<file path="src/rtl/dlc_pkg.sv">
package dlc_pkg;
  typedef enum logic {
    SEL_LOW  = 1'b0,
    SEL_HIGH = 1'b1
  } cnt_sel_e;

  localparam logic [6:0] OP_XFER = 7'h10;
endpackage

</file>
<file path="src/rtl/dlc_count_regs.sv">
module dlc_count_regs #(
  parameter int CNT_W = 16
) (
  input  logic             clk,
  input  logic             rst,
  input  logic             wr_en,
  input  logic             wr_sel,
  input  logic [CNT_W/2-1:0] wr_data,
  input  logic             reload,
  input  logic             start,
  input  logic             complete,
  output logic [CNT_W-1:0] stage,
  output logic [CNT_W-1:0] work,
  output logic             tc
);
  localparam int HALF_W = CNT_W / 2;
  localparam int LANES  = 2;

  for (genvar g = 0; g < LANES; g++) begin : g_lane
    always_ff @(posedge clk) begin
      if (rst)
        stage[g*HALF_W +: HALF_W] <= '0;
      else if (wr_en && (wr_sel == g[0]))
        stage[g*HALF_W +: HALF_W] <= wr_data;
    end
  end

  always_ff @(posedge clk) begin
    if (rst)
      work <= '0;
    else if (complete)
      work <= '0;
    else if (reload)
      work <= stage;
  end

  always_ff @(posedge clk) begin
    if (rst)
      tc <= 1'b0;
    else if (complete)
      tc <= 1'b1;
    else if (wr_en || start)
      tc <= 1'b0;
  end
endmodule

</file>
<file path="src/rtl/dlc_len_calc.sv">
module dlc_len_calc #(
  parameter int CNT_W   = 16,
  parameter int CAP_LEN = 32
) (
  input  logic [CNT_W-1:0]        stage,
  input  logic signed [CNT_W+1:0] phase,
  input  logic                    capture,
  output logic [CNT_W:0]          burst
);
  localparam int LEN_W = CNT_W + 1;
  localparam int PH_W  = CNT_W + 2;
  localparam logic [LEN_W-1:0] FULL = LEN_W'(1) << CNT_W;
  localparam logic [LEN_W-1:0] CAP  = LEN_W'(CAP_LEN);

  logic [LEN_W-1:0] prog;
  logic [PH_W-1:0]  mag;
  logic [PH_W-1:0]  prog_x;

  always_comb begin
    prog   = (stage == '0) ? FULL : {1'b0, stage};
    mag    = phase[PH_W-1] ? PH_W'(-phase) : PH_W'(phase);
    prog_x = {1'b0, prog};
    if (capture)
      burst = (prog < CAP) ? prog : CAP;
    else if (mag < prog_x)
      burst = mag[LEN_W-1:0];
    else
      burst = prog;
  end
endmodule

</file>
<file path="src/rtl/dlc_burst_engine.sv">
module dlc_burst_engine #(
  parameter int CNT_W = 16
) (
  input  logic                    clk,
  input  logic                    rst,
  input  logic                    start,
  input  logic [CNT_W:0]          burst,
  input  logic                    capture,
  input  logic                    phase_load,
  input  logic signed [CNT_W+1:0] phase_val,
  input  logic                    chunk_valid,
  input  logic [CNT_W:0]          chunk_len,
  output logic                    complete,
  output logic [CNT_W:0]          remaining,
  output logic signed [CNT_W+1:0] phase,
  output logic                    active,
  output logic                    done
);
  localparam int LEN_W = CNT_W + 1;
  localparam int PH_W  = CNT_W + 2;

  logic             cap_q;
  logic [LEN_W-1:0] take;
  logic             accept;
  logic signed [PH_W-1:0] take_s;

  always_comb begin
    take     = (chunk_len < remaining) ? chunk_len : remaining;
    take_s   = $signed({1'b0, take});
    accept   = active && !start && chunk_valid;
    complete = active && !start &&
               ((remaining == '0) || (chunk_valid && (chunk_len >= remaining)));
  end

  always_ff @(posedge clk) begin
    if (rst) begin
      remaining <= '0;
      active    <= 1'b0;
      cap_q     <= 1'b0;
      done      <= 1'b0;
    end else begin
      done <= complete;
      if (start) begin
        remaining <= burst;
        active    <= 1'b1;
        cap_q     <= capture;
      end else if (accept) begin
        remaining <= remaining - take;
        if (complete) active <= 1'b0;
      end else if (complete) begin
        active <= 1'b0;
      end
    end
  end

  always_ff @(posedge clk) begin
    if (rst)
      phase <= '0;
    else if (phase_load)
      phase <= phase_val;
    else if (accept && !cap_q) begin
      if (phase < 0)
        phase <= phase + take_s;
      else
        phase <= phase - take_s;
    end
  end
endmodule

</file>
<file path="src/rtl/dma_len_counter.sv">
module dma_len_counter #(
  parameter int CNT_W   = 16,
  parameter int CAP_LEN = 32
) (
  input  logic                    clk,
  input  logic                    rst,
  input  logic                    cnt_wr_en,
  input  logic                    cnt_wr_sel,
  input  logic [CNT_W/2-1:0]      cnt_wr_data,
  input  logic                    cmd_valid,
  input  logic [7:0]              cmd_code,
  input  logic                    cmd_capture,
  input  logic                    phase_load,
  input  logic signed [CNT_W+1:0] phase_val,
  input  logic                    chunk_valid,
  input  logic [CNT_W:0]          chunk_len,
  output logic [CNT_W-1:0]        work_count,
  output logic                    tc_flag,
  output logic [CNT_W:0]          remaining,
  output logic signed [CNT_W+1:0] phase,
  output logic                    busy,
  output logic                    done
);
  import dlc_pkg::*;

  logic             reload;
  logic             start;
  logic             complete;
  logic [CNT_W-1:0] stage;
  logic [CNT_W:0]   burst;

  assign reload = cmd_valid && cmd_code[7];
  assign start  = reload && (cmd_code[6:0] == OP_XFER);

  dlc_count_regs #(.CNT_W(CNT_W)) u_regs (
    .clk      (clk),
    .rst      (rst),
    .wr_en    (cnt_wr_en),
    .wr_sel   (cnt_wr_sel),
    .wr_data  (cnt_wr_data),
    .reload   (reload),
    .start    (start),
    .complete (complete),
    .stage    (stage),
    .work     (work_count),
    .tc       (tc_flag)
  );

  dlc_len_calc #(.CNT_W(CNT_W), .CAP_LEN(CAP_LEN)) u_len (
    .stage   (stage),
    .phase   (phase),
    .capture (cmd_capture),
    .burst   (burst)
  );

  dlc_burst_engine #(.CNT_W(CNT_W)) u_eng (
    .clk         (clk),
    .rst         (rst),
    .start       (start),
    .burst       (burst),
    .capture     (cmd_capture),
    .phase_load  (phase_load),
    .phase_val   (phase_val),
    .chunk_valid (chunk_valid),
    .chunk_len   (chunk_len),
    .complete    (complete),
    .remaining   (remaining),
    .phase       (phase),
    .active      (busy),
    .done        (done)
  );
endmodule

</file>
<file path="config.mk">
export PLATFORM = sky130hd
export DESIGN_NAME = dma_len_counter
export DESIGN_NICKNAME = d
export VERILOG_FILES = /design/src/rtl/dlc_pkg.sv /design/src/rtl/dlc_count_regs.sv /design/src/rtl/dlc_len_calc.sv /design/src/rtl/dlc_burst_engine.sv /design/src/rtl/dma_len_counter.sv
export SDC_FILE = /design/constraint.sdc
export NUM_CORES = 1
export LEC_CHECK = 0
export BUFFER_PORTS_ARGS = -buffer_cell sky130_fd_sc_hd__buf_2
export CAP_MARGIN = 20
export CELL_PAD_IN_SITES_DETAIL_PLACEMENT = 1
export CELL_PAD_IN_SITES_GLOBAL_PLACEMENT = 1
export CORE_MARGIN = 3
export CORE_UTILIZATION = 40
export DETAILED_ROUTE_END_ITERATION = 12
export PLACE_DENSITY_LB_ADDON = 0.25
export SLEW_MARGIN = 20
export SYNTH_ARGS = -nofsm -noshare
export SYNTH_HDL_FRONTEND = slang
export SYNTH_HIERARCHICAL = 1
export SYNTH_SLANG_ARGS = --single-unit
</file>
<file path="constraint.sdc">
create_clock -name clk -period 7.91 [get_ports clk]
set_input_delay 1.1865 -clock clk [delete_from_list [all_inputs] [get_ports clk]]
set_output_delay 1.1865 -clock clk [all_outputs]
set_load 0.005 [all_outputs]
</file>
# Yosys cells after proc, flatten, opt, wreduce, memory -nomap -nowiden
# Cells that the tools add are included.
[word_totals]
regBits = 71
output_inout_bits = 54
wordCells = 55
[op_classes]
addsub = 4
magnitude_cmp = 5
n_eq_ne = 1
n_mux = 15
bitwise_logic = 1
reduce_logical = 20
[op_table]
columns = ["op", "count"]
rows = [
  ["2-to-1 mux 17 bit", 7],
  ["2-to-1 mux 18 bit", 4],
  ["adder 18 bit", 1],
  ["less-than comparator 18 x 1 -> 1 bit (second input constant)", 1],
  ["less-than comparator 18 x 17 -> 1 bit", 1],
  ["negation 18 bit", 1],
  ["subtractor 18 bit", 1],
  [">= comparator 17 bit", 1],
  ["zero test 17 bit", 1],
  ["less-than comparator 17 bit", 1],
  ["less-than comparator 17 x 6 -> 1 bit (second input constant)", 1],
  ["subtractor 17 bit", 1],
  ["zero test 16 bit", 1],
  ["logical AND 1 bit", 9],
  ["nonzero test 2 bit", 4],
  ["equality test 7 x 5 -> 1 bit (second input constant)", 1],
  ["2-to-1 mux 1 bit", 4],
  ["zero test 1 bit", 2],
  ["logical OR 1 bit", 2],
  ["OR reduction 2 bit", 1],
  ["NOT 1 bit", 1],
]

# Logic depth before layout (Yosys ltp)
[depth]
word_depth = 8
ltp_mapped = 27
ltp_nobuf = 25

# Modules after synthesis
# The synthesis kept the hierarchy.
[modules_own_cells]
columns = ["module", "n_inst", "cells_per_inst", "area_each_um2", "seq_area_each_um2"]
rows = [
  ["dlc_burst_engine", 1, 569, 4297.9, 760.7],
  ["dlc_count_regs", 1, 121, 1318.8, 660.6],
  ["dlc_len_calc", 1, 179, 1261.2, 0.0],
  ["dma_len_counter", 1, 4, 25.0, 0.0],
]

# Worst setup path after synthesis
# No wires, ideal clock.
[synth_path]
kind = "input to register"
from = "input chunk_len[15]"
to = "register u_eng.phase[14]"
setup_ns = 0.095
arrival_time_ns = 5.479
required_ns = 7.815
path_slack_ns = 2.336
cell_stages = 23
n_path_buf = 2
cell_sequence = "ha_1 > nand4_1 > nor4_1 > a21boi_0 > or3_4 > buf_6 > buf_2 > mux2i_1 > ha_1 > nor3b_1 > nand2_1 > mux2i_1 > a31oi_1 > xnor2_1 > ha_1 > nand2_1 > o21ai_0 > nor3_1 > a22oi_1 > a31o_2 > xor2_1 > nand2_1 > a221oi_1"
[synth_via]
elab_chain_len = 6
[synth_rtl]
columns = ["item", "line_no", "text"]
rows = [
  ["start, declared", "dma_len_counter.sv:16", "input logic [CNT_W:0] chunk_len,"],
  ["less-than comparator 17 bit *", "dlc_burst_engine.sv:28", "take = (chunk_len < remaining) ? chunk_len : remaining;"],
  ["2-to-1 mux 17 bit *", "dlc_burst_engine.sv:28", ""],
  ["subtractor 18 bit / adder 18 bit (equally long branches)", "dlc_burst_engine.sv:65, dlc_burst_engine.sv:63", ""],
  ["2-to-1 mux 18 bit *", "dlc_burst_engine.sv:62", "if (phase < 0)"],
  ["2-to-1 mux 18 bit *", "dlc_burst_engine.sv:61", "else if (accept && !cap_q) begin"],
  ["2-to-1 mux 18 bit *", "dlc_burst_engine.sv:59", "else if (phase_load)"],
  ["end signal, assigned", "dlc_burst_engine.sv:60", "phase <= phase_val;"],
  ["end signal, assigned", "dlc_burst_engine.sv:63", "phase <= phase + take_s;"],
  ["end signal, assigned", "dlc_burst_engine.sv:65", "phase <= phase - take_s;"],
  ["end, declared", "dlc_burst_engine.sv:15", "output logic signed [CNT_W+1:0] phase,"],
]
# Mark *: on every way between the ends. The rest lies on a longest branch, timed or not. The select of a mux whose other input is x is not followed.
# A chain may end at the register's enable or synchronous reset.

# Final worst setup path
# Ends and elaborated chain as after synthesis.

==> impl_metrics.ini <==
[die]
chipHeight_um = 137
num_rows = 47
start_util_pct = 41.2
dieWidth_um = 137
ios = 113
core_area_um2 = 16800
die_area_um2 = 18900

[yosys]
synth_nets = 1002
yosysTopAreaCell = dfxtp_1
syn_area_um2 = 6900
ys_seq_area_share_pct = 20.6
avgSynthCellArea_um2 = 7.91
synth-seq-cells = 71
yosys-top-cells-area = dfxtp_1, ha_1, mux2i_1
yosys_warnings = 6
synth_edf_count = 0
synthFlopType = dfxtp_1
synth.distinct_cells = 77
synth_top_cell_area_share_pct = 20.6
syn_inst = 873
synthArstFlopShare_pct = 0

[final_layout]
nets = 1087
areaGrowthSynthToFinish_pct = 14.4
layout-drive-gt1-share_pct = 17.9
final_cells = 1183
mostFrequentLayoutCell = buf_2
antenna_cells = 0
layout_common_cells = buf_2, a21oi_1, dfxtp_1

[routing]
num_vias = 6970
drc = 0
wl_per_cell_um = 20.0
ant_nets = 0
wirelength_um = 23700
firstDrtPassIters = 5
vias_per_cell = 5.89
drtIter0Drc = 442

[clock_tree]
cts_tree = done
cts.sinks = 71
clockRootBuffer = clkbuf_16
postCtsHoldBufs = 0
ctsResizeCount = 0
clock_path_buffers = 2
cts_setup_buffers = 0
clk-insertion-delay-late_ns = 0.35
clk_pin_slew_worst_paths_ns = 0.06
htree_levels = 3
cts_buffers = 9

[sta]
setup_viol = 0
worst_pin_slew_ns = 1.01
setup_tns_ns = 0
clock_skew_ns = 0.0123
slew_headroom_pct = 32.6
fmax_ghz = 0.159
rsz0062_at_grt = false
finalCriticalPeriod_ns = 6.29
slew_viol_final = 0
period_share_pct = 79.5
hold_viol_final = 0

[global_route]
grt_pass1_wl_um = 37200
grt.total_usage_pct = 25.3
grt_max_degree = 62
overflow = 0
antenna_found_initial = 0
grt_pass1_vias = 6798

[placed_design]
place_hpwl_um = 18300
place.gp.congestion = 0.898
portBuffers = 112
post-place-cells = 1167

[setup_path]
cp_cell_sequence = buf_2 > ha_1 > nand4_1 > nor4_1 > a21boi_0 > or3_4 > mux2i_1 > ha_1 > nor3b_1 > nand2_1 > mux2i_1 > a31oi_1 > xnor2_1 > ha_1 > nand2_1 > o21ai_0 > nor3_1 > a22oi_1 > a31o_2 > xor2_1 > nand2_1 > a221oi_1
rrSetupSlack_ns = 1.96
critPathTopFamily = simple AND/OR/NAND/NOR gates
r2r_end = u_eng/phase[14]
cp-end-kind = register
path_buf_inv = 1
cp-endpoint = u_eng/phase[14]
cp_max_fo = 47
crit_slowest_cell = or3_4
rr_startpoint = u_eng/remaining[15]
worst-r2r-cell-count = 22
crit_required_ns = 8.17
crit_path_start = chunk_len[15]
crit_arrival_ns = 6.55
path_depth = 22
critical_path_class = in2reg
max_stage_delay_ns = 0.58
start_kind = input pin

[pwr]
p_leak_nw = 3.54
ir_worst_vdd_uv = 117
powerDensity_nw_per_um2 = 164

[run]
cap_viol_max_count = 0

[min_path]
hp-class = reg2reg

[outcome]
outcome = finished clean
==> registers in the layout (all words and copies together), names as in the netlist <==
signal and flops:
u_eng/active 1, u_eng/cap_q 1, u_eng/done 1, u_eng/phase 18, u_eng/remaining 17, u_regs/stage 16, u_regs/tc 1, u_regs/work 16
==> per-layer routing <==
metal,global-route usage (%),up-vias,wire [um]
met1,33.5,3423,10800
met4,7.71,0,478
li1,-,3339,-
met5,0,-,0
met2,43.0,179,11400
met3,2.92,29,944
==> final cells by class <==
cell class	instances	area [um2]
Inverter	53	199
Timing Repair Buffer	118	606
Clock inverter	5	104
Multi-Input combinational cell	705	5040
Clock buffer	11	253
Sequential cell	71	1420
Tap cell	220	275
Fill cell	2128	8860
==> cell usage after synthesis (4+ instances only) <==
cell and instances:
a22oi_1 4, a221oi_1 9, a211oi_1 13, a21oi_1 77
nor4_1 8, or4_1 4, a21o_1 17, inv_1 53
clkbuf_1 23, a211o_1 5, nand4_1 8, nand2_1 52
nor3b_1 4, o211ai_1 5, and2_1 6, or2_2 6
nor4b_1 4, a21oi_2 5, mux2i_1 54, o311a_1 7
nor3_1 18, xor2_1 13, buf_1 4, dfxtp_1 71
o41ai_1 4, o21a_1 6, ha_1 68, o21ai_1 7
nor2_2 11, or3_1 8, nor2_1 70, nor2b_1 7
a31oi_1 7, xnor2_1 39, o31ai_1 14, o21ai_0 36
nand2b_1 35, buf_6 7, buf_2 8, nand3_1 25
==> stage by stage <==
stage / hold slack, ns / power [mW] / area [um2] / utilization [%] / setup WS, ns
floorplan: 0.461 / 0.700 / 6900 / - / 2.34
global placement: 0.470 / 0.794 / 7540 / 45.0 / 1.61
detailed placement: 0.480 / 0.802 / 7540 / 45.0 / 1.33
CTS: 0.495 / 1.30 / 7900 / 47.1 / 1.68
global route: 0.525 / 1.37 / 7900 / 47.1 / 1.00
finish: 0.497 / 1.30 / 7900 / 47.1 / 1.62
==> logic make-up (layout without fill, tap and decap cells) <==
| kind of cell | Yosys count | count (layout) | share of synthesized area (%) |
|---|---|---|---|
| simple gates | 288 | 288 | 22.3 |
| compound gates | 238 | 238 | 22.6 |
| buf+inv | 97 | 187 | 6.40 |
| flops | 71 | 71 | 20.6 |
| fa+ha+maj | 70 | 70 | 12.9 |
| mux | 57 | 57 | 8.54 |
| xor+xnor | 52 | 52 | 6.60 |
==> report_power, final <==
part	internal [mW]	leakage [nW]	switching [mW]
Sequential	0.369	0.578	0.0226
Combinational	0.169	2.78	0.239
Clock	0.325	0.176	0.171
Total	0.864	3.54	0.432
==> how the worst min path moves through the flow <==
stage                                start                to  slack (ns)  cells past startpoint
after floorplan           u_regs/stage[14]  u_regs/stage[14]        0.46                      2
after global placement      u_regs/work[1]    u_regs/work[1]        0.47                      2
after detailed placement    u_regs/work[2]    u_regs/work[2]        0.48                      2
after CTS                   u_regs/work[2]    u_regs/work[2]        0.50                      2
after global routing        u_regs/work[2]    u_regs/work[2]        0.52                      2
final                      u_regs/work[14]   u_regs/work[14]        0.50                      2
==> worst register-to-register path, delay by kind of cell, from the launching register on <==
family	cells	cell delay (ns)
AND/OR/NAND/NOR	8	1.87
AO/OA/AOI/OAI	6	1.36
adder cells (fa/ha/maj)	3	0.97
multiplexers	2	0.76
flip-flops	1	0.44
XOR/XNOR	2	0.31
buffers and inverters	1	0.15
No activity file was read; power rests on OpenSTA's default activity.
